`config.mk`:
```
export PLATFORM = sky130hd
export DESIGN_NAME = tx_eom_ctrl
export DESIGN_NICKNAME = d
export VERILOG_FILES = /design/src/rtl/tx_eom_pkg.sv /design/src/rtl/eom_cmd_decode.sv /design/src/rtl/eom_latch.sv /design/src/rtl/eom_abort_timer.sv /design/src/rtl/tx_eom_ctrl.sv
export SDC_FILE = /design/constraint.sdc
export NUM_CORES = 1
export LEC_CHECK = 0
export BUFFER_PORTS_ARGS = -buffer_cell sky130_fd_sc_hd__buf_2
export CORE_AREA = 2 2 39 41
export CTS_CLUSTER_SIZE = 14
export DETAILED_ROUTE_END_ITERATION = 8
export DIE_AREA = 0 0 41 43
export GPL_ROUTABILITY_DRIVEN = 0
export PLACE_DENSITY_LB_ADDON = 0.08
export SYNTH_ARGS = -nofsm -noshare
export SYNTH_HDL_FRONTEND = slang
export SYNTH_SLANG_ARGS = --single-unit
```
`constraint.sdc`:
```
create_clock -name clk -period 2.1 [get_ports clk]
set_input_delay 0 -clock clk [delete_from_list [all_inputs] [get_ports clk]]
set_output_delay 0 -clock clk [all_outputs]
set_load 0.02 [all_outputs]
```
`src/rtl/tx_eom_pkg.sv`:
```
package tx_eom_pkg;
  typedef enum logic [2:0] {
    SRC_IDLE  = 3'd0,
    SRC_DATA  = 3'd1,
    SRC_CRC   = 3'd2,
    SRC_ABORT = 3'd3,
    SRC_FILL  = 3'd4
  } src_e;

  localparam logic [1:0] CRC_CMD_INIT  = 2'b10;
  localparam logic [1:0] CRC_CMD_CLEAR = 2'b11;
  localparam logic [2:0] OP_CMD_ABORT  = 3'b011;
endpackage

```
`src/rtl/eom_cmd_decode.sv`:
```
module eom_cmd_decode
  import tx_eom_pkg::*;
(
  input  logic       clk,
  input  logic       rst_n,
  input  logic       cmd_wr,
  input  logic [1:0] cmd_crc,
  input  logic [2:0] cmd_op,
  output logic       clr_req,
  output logic       abort_req,
  output logic       crc_init
);
  assign clr_req   = cmd_wr && (cmd_crc == CRC_CMD_CLEAR);
  assign abort_req = cmd_wr && (cmd_op == OP_CMD_ABORT);

  always_ff @(posedge clk or negedge rst_n) begin
    if (!rst_n) crc_init <= 1'b0;
    else        crc_init <= cmd_wr && (cmd_crc == CRC_CMD_INIT);
  end

  // a CRC init pulse always traces back to an init write one cycle earlier
  p_init_from_cmd_r2: assert property (@(posedge clk) disable iff (!rst_n)
    crc_init |-> $past(cmd_wr && cmd_crc == CRC_CMD_INIT));
endmodule

```
`src/rtl/eom_latch.sv`:
```
module eom_latch (
  input  logic clk,
  input  logic rst_n,
  input  logic tx_en,
  input  logic set_req,
  input  logic clr_req,
  output logic latch_q
);
  always_ff @(posedge clk or negedge rst_n) begin
    if (!rst_n)                latch_q <= 1'b1;
    else if (set_req)          latch_q <= 1'b1;
    else if (clr_req && tx_en) latch_q <= 1'b0;
  end

  // the latch never clears while the transmitter was disabled
  p_no_clear_disabled_r3: assert property (@(posedge clk) disable iff (!rst_n)
    $fell(latch_q) |-> $past(tx_en));
endmodule

```
`src/rtl/eom_abort_timer.sv`:
```
module eom_abort_timer #(
  parameter int ABORT_LEN = 8
) (
  input  logic clk,
  input  logic rst_n,
  input  logic start,
  input  logic active,
  input  logic tick,
  output logic done
);
  localparam int CW = $clog2(ABORT_LEN + 1);
  localparam logic [CW-1:0] LAST = CW'(ABORT_LEN - 1);

  logic [CW-1:0] cnt;

  assign done = active && tick && (cnt == LAST);

  always_ff @(posedge clk or negedge rst_n) begin
    if (!rst_n)              cnt <= '0;
    else if (start || done)  cnt <= '0;
    else if (active && tick) cnt <= cnt + 1'b1;
  end

  // the ones counter stays below the abort length
  p_cnt_bound_r6: assert property (@(posedge clk) disable iff (!rst_n)
    cnt < CW'(ABORT_LEN));
endmodule

```
`src/rtl/tx_eom_ctrl.sv`:
```
module tx_eom_ctrl
  import tx_eom_pkg::*;
#(
  parameter int ABORT_LEN = 8
) (
  input  logic       clk,
  input  logic       rst_n,
  input  logic       tx_en,
  input  logic       buf_empty,
  input  logic       load_req,
  input  logic       bit_tick,
  input  logic       crc_done,
  input  logic       sdlc_mode,
  input  logic       abort_on_underrun,
  input  logic       cmd_wr,
  input  logic [1:0] cmd_crc,
  input  logic [2:0] cmd_op,
  output logic [2:0] src_sel,
  output logic       flush,
  output logic       crc_init,
  output logic       eom_latch
);
  src_e state, state_nxt;
  logic clr_req, abort_req, set_req, abort_done;
  logic underrun, go_crc, go_abort;

  eom_cmd_decode u_dec (
    .clk(clk), .rst_n(rst_n), .cmd_wr(cmd_wr), .cmd_crc(cmd_crc),
    .cmd_op(cmd_op), .clr_req(clr_req), .abort_req(abort_req),
    .crc_init(crc_init)
  );

  eom_latch u_latch (
    .clk(clk), .rst_n(rst_n), .tx_en(tx_en), .set_req(set_req),
    .clr_req(clr_req), .latch_q(eom_latch)
  );

  eom_abort_timer #(.ABORT_LEN(ABORT_LEN)) u_tmr (
    .clk(clk), .rst_n(rst_n), .start(go_abort),
    .active(state == SRC_ABORT), .tick(bit_tick), .done(abort_done)
  );

  assign underrun = tx_en && !abort_req && (state == SRC_DATA) && load_req && buf_empty;
  assign go_crc   = underrun && !eom_latch && !(sdlc_mode && abort_on_underrun);
  assign go_abort = tx_en && (abort_req || (underrun && !eom_latch && sdlc_mode && abort_on_underrun));
  assign set_req  = go_crc || go_abort || abort_req;

  always_comb begin
    state_nxt = state;
    if (!tx_en)           state_nxt = SRC_IDLE;
    else if (go_abort)    state_nxt = SRC_ABORT;
    else if (go_crc)      state_nxt = SRC_CRC;
    else begin
      unique case (state)
        SRC_IDLE:  state_nxt = SRC_FILL;
        SRC_DATA:  if (load_req) state_nxt = buf_empty ? SRC_FILL : SRC_DATA;
        SRC_FILL:  if (load_req && !buf_empty) state_nxt = SRC_DATA;
        SRC_CRC:   if (crc_done) state_nxt = SRC_FILL;
        SRC_ABORT: if (abort_done) state_nxt = SRC_FILL;
        default:   state_nxt = SRC_IDLE;
      endcase
    end
  end

  always_ff @(posedge clk or negedge rst_n) begin
    if (!rst_n) begin
      state <= SRC_IDLE;
      flush <= 1'b0;
    end else begin
      state <= state_nxt;
      flush <= abort_req;
    end
  end

  assign src_sel = state;

  // the latch is set on the edge that starts CRC transmission
  p_crc_sets_latch_r4: assert property (@(posedge clk) disable iff (!rst_n)
    (state == SRC_CRC && $past(state) != SRC_CRC) |-> eom_latch);
  // a disabled transmitter idles from the next edge
  p_idle_when_off_r9: assert property (@(posedge clk) disable iff (!rst_n)
    !tx_en |=> state == SRC_IDLE);
  // a flush is always accompanied by a set latch
  p_flush_sets_latch_r8: assert property (@(posedge clk) disable iff (!rst_n)
    flush |-> eom_latch);
endmodule

```
Word-level counts from Yosys, hierarchy flattened
Cells that the tools add are included.
- add/sub/neg operators: 1
- equal/unequal tests: 12
- multiplexer cells: 13
- reductions and logical operators: 29
- operator list (cell ; number):
    $mux 3 ; 8
    $ne 5x5->1 const B ; 4
    $logic_and 1x1->1 ; 17
    $pmux 3 s5 ; 1
    $eq 3x2->1 const B ; 3
    $mux 4 ; 2
    $add 4x1->4 const B ; 1
    $eq 2x2->1 const B ; 2
    $eq 4x3->1 const B ; 1
    $logic_not 1->1 ; 4
    $logic_or 1x1->1 ; 4
    $reduce_and 4->1 ; 1
    $reduce_bool 2->1 ; 2
    $eq 3x1->1 const B ; 1
    $eq 3x3->1 const B ; 1
    $logic_not 3->1 ; 1
    $mux 1 ; 2
- register bits after elaboration: 10
- input port bits: 15
- output and inout bits: 6

Logic depth before layout (Yosys ltp)
- depth in word-level cells: 15
- gate-level depth with buffers: 5
- mapped depth without buffers: 5

Hierarchy
From an unflattened synthesis, not the netlist that was laid out.
- cells, all modules: 57
- area total of the unflattened synthesis: 590.6 sq um
- by module, submodules not included (module ; instances ; cells each ; area each (sq um) ; seq. area each (sq um)):
    tx_eom_ctrl ; 1 ; 30 ; 296.5 ; 100.1
    eom_abort_timer ; 1 ; 20 ; 206.4 ; 100.1
    eom_cmd_decode ; 1 ; 4 ; 50.0 ; 25.0
    eom_latch ; 1 ; 3 ; 37.5 ; 26.3

Worst setup path after synthesis
No wires, ideal clock.
- kind: reg-to-reg
- start: register u_tmr.cnt[0]
- end: register state[2], in the netlist src_sel[2]
- setup time: 121 ps
- arrival: 1418 ps
- data required time: 1979 ps
- setup slack: 562 ps
- cell stages (with the launch flop): 6
- buffers on the path: 0
- clock period less this slack: 1538 ps
- cell sequence: dfrtp_1 > ha_1 > and3b_1 > a311oi_1 > o31ai_1 > and4b_1
- longest elaborated chain between the ends: 4
- RTL lines (what ; RTL line ; text):
    from (decl) ; eom_abort_timer.sv:14 ; logic [CW-1:0] cnt;
    from (signal assigned) ; eom_abort_timer.sv:21 ; else if (active && tick) cnt <= cnt + 1'b1;
    $eq 4x3->1 ; eom_abort_timer.sv:16 ; assign done = active && tick && (cnt == LAST);
    $logic_and 1x1->1 ; eom_abort_timer.sv:16 ;
    $ne 5x5->1 (no line) ; n/a ;
    $reduce_and 4->1 (no line) ; n/a ;
    to (signal assigned) ; tx_eom_ctrl.sv:70 ; state <= state_nxt;
    to (decl) ; tx_eom_ctrl.sv:23 ; src_e state, state_nxt;
No other way between the ends.
A chain may end at the register's enable or synchronous reset.

Final worst setup path
Ends and elaborated chain as after synthesis.

==> impl_metrics.json <==
{
  "status": "finished, final reports clean",
  "ys_seq_area_share_pct": 44.0,
  "start_util_pct": 41.3,
  "p_total_uw": 477,
  "ctsHoldBuffers": 3,
  "synth.top_cell.area_share_pct": 39.4,
  "hold_depth": 2,
  "drive_gt1_share_pct": 34.9,
  "cts_sinks": 10,
  "holdWs_ps": 16.2,
  "finalNetCount": 100,
  "grt_max_degree": 11,
  "avgViaCountPerCell": 5.25,
  "rr_endpoint": "src_sel[2]",
  "totalWireLength_mm": 1.22,
  "synth_area_sq_um": 572,
  "worstPathRequired_ps": 2270,
  "clk_pin_slew_worst_paths_ps": 80,
  "grt_pass1_wl_mm": 1.95,
  "setup_viol": 0,
  "antenna_found_initial": 0,
  "drv_cap": 0,
  "core_sq_um": 1380,
  "endpoint_kind": "flip-flop",
  "fin_crit_sh_pct": 79.0,
  "synthTopCellsByCount": "dfrtp_1 (9), nor2_1 (7), a21oi_1 (3), nand2_1 (3), o21ai_0 (3)",
  "dp_hpwl_um": 892,
  "die_y_um": 43,
  "clockBufferDepth": 2,
  "slew_viol_final": 0,
  "arrival_ps": 1830,
  "fillers": 137,
  "synth-async-reset-ratio_pct": 100,
  "p_per_area_nw_per_um2": 632,
  "num_io_pins": 21,
  "worstPathMaxFanout": 4,
  "r2r-start": "u_tmr.cnt[0]",
  "leakage_nw": 0.404,
  "htreeDepth": 1,
  "relSlewSlack_pct": 72.6,
  "synth.distinct_cells": 31,
  "synth_nets": 73,
  "antennaDiodeCount": 0,
  "vias": 520,
  "min_to": "src_sel[0]",
  "finalWorstSetupSlack_ps": 442,
  "synth_top_area_cell": "dfrtp_1",
  "dpl_worst_slack_ps": 440,
  "tightest_slew_ps": 409,
  "max_freq_mhz": 603,
  "hold_violations": 0,
  "dieArea_sq_um": 1760,
  "dr.pass1.iters": 4,
  "drt-initial-drc-count": 7,
  "cts_root_buffer": "clkbuf_4",
  "reg2reg_depth": 5,
  "clk_latency_ps": 270,
  "cts_resized": 0,
  "synth_edf_count": 0,
  "rsz0062_at_grt": "false",
  "yosysWarnings": 0,
  "grt_usage_pct": 17.1,
  "min_period_ps": 1660,
  "post_cts_buffers": 0,
  "drc_errors": 0,
  "ys.flop_type": "dfrtp_1",
  "rrSetupSlack_ps": 440,
  "hold_path.startpoint": "tx_en",
  "area_growth_pct": 31.9,
  "rows": 14,
  "wl_per_cell_um": 12.4,
  "grt_pass1_vias": 483,
  "critical_path.startpoint": "u_tmr.cnt[0]",
  "yosysMostFrequentCell": "dfrtp_1",
  "min_path_type": "in2reg",
  "avgSynthCellArea_sq_um": 10.0,
  "overflow": 0,
  "cts_tree": "built",
  "vdd_drop_max_mv": 0.394,
  "critPathKind": "reg2reg",
  "synth_area_leaders": "dfrtp_1 (39%), dfstp_2 (4.6%), nor2_1 (4.6%)",
  "drtAntennaViolNets": 0,
  "fin_tns_setup_ps": 0,
  "synth_seq_cells": 10,
  "cts_made_buffers": 3,
  "synth_cells": 57,
  "numPortBuffers": 20,
  "die_x_um": 41,
  "fin_skew_ps": 5.21,
  "start_kind": "flip-flop"
}
[critical path, cell delays in order (launching register included)]
cell      delay (ps)
dfrtp_1          410
ha_1             240
and3b_1          210
a311oi_1         420
o31ai_1          100
and4b_1          180
[cell families (layout without fill, tap and decap cells)]
| family | after synthesis | after routing | synth area share (%) |
|---|---|---|---|
| XOR/XNOR | 1 | 1 | 1.53 |
| AND/OR/NAND/NOR | 26 | 26 | 31.3 |
| flip-flops | 10 | 10 | 44.0 |
| adder cells (fa/ha/maj) | 1 | 1 | 2.19 |
| buffers and inverters | 3 | 29 | 1.97 |
| AO/OA/AOI/OAI | 16 | 16 | 19.0 |
[placed cells by master (no fill, tap or decap), types with 2 or more instances in the layout]
cell type / n
a21oi_1: 3
o21ai_0: 3
nor2_1: 7
o31ai_1: 2
nor2b_1: 2
and4b_1: 2
clkbuf_4: 3
nand3_1: 2
a21boi_0: 2
inv_1: 2
dlygate4sd3_1: 3
dfrtp_1: 9
buf_2: 20
nand2_1: 3
[sequential cells by signal, indices dropped and copies added, names as in the netlist]
signal	flops
u_dec.crc_init	1
src_sel	3
u_latch.latch_q	1
flush	1
u_tmr.cnt	4
[layout make-up]
cell class	count	area, sq um	area share (%)
timing repair buffer	23	130	17.2
sequential	10	251	33.3
multi-input combinational	44	309	41.0
inverter	2	7.51	0.995
clock buffer	4	36.3	4.81
tap	16	20.0	2.65
[how the worst max path moves through the flow]
stage / end / slack [ps]
3_3_place_gp: src_sel[2] / 480
5_1_grt: src_sel[1] / 310
4_1_cts: src_sel[2] / 430
6_report: src_sel[2] / 440
2_1_floorplan: src_sel[2] / 560
3_5_place_dp: src_sel[2] / 440
[where the power goes]
part           internal, mW  switching [mW]  leakage, nW  total (mW)
logic                0.0384          0.0386        0.250      0.0769
registers             0.205          0.0120        0.134       0.217
clock network         0.105          0.0772       0.0210       0.183
total                 0.349           0.128        0.404       0.477
[per-layer routing]
layer / vias up / GRT usage, % / wire length [um]
met4: 0 / 12.0 / 23
met3: 4 / 4.71 / 62
met2: 14 / 24.4 / 569
li1: 263 / - / -
met1: 239 / 21.0 / 568
met5: - / 0 / 0
[stage by stage]
step           utilization [%]  instances  area [sq um]
2_1_floorplan                -         57           572
3_3_place_gp              49.7         92           688
3_5_place_dp              49.7         92           688
4_1_cts                   54.5         99           754
5_1_grt                   54.5         99           754
6_report                  54.5         99           754
No activity file was read; power rests on OpenSTA's default activity.
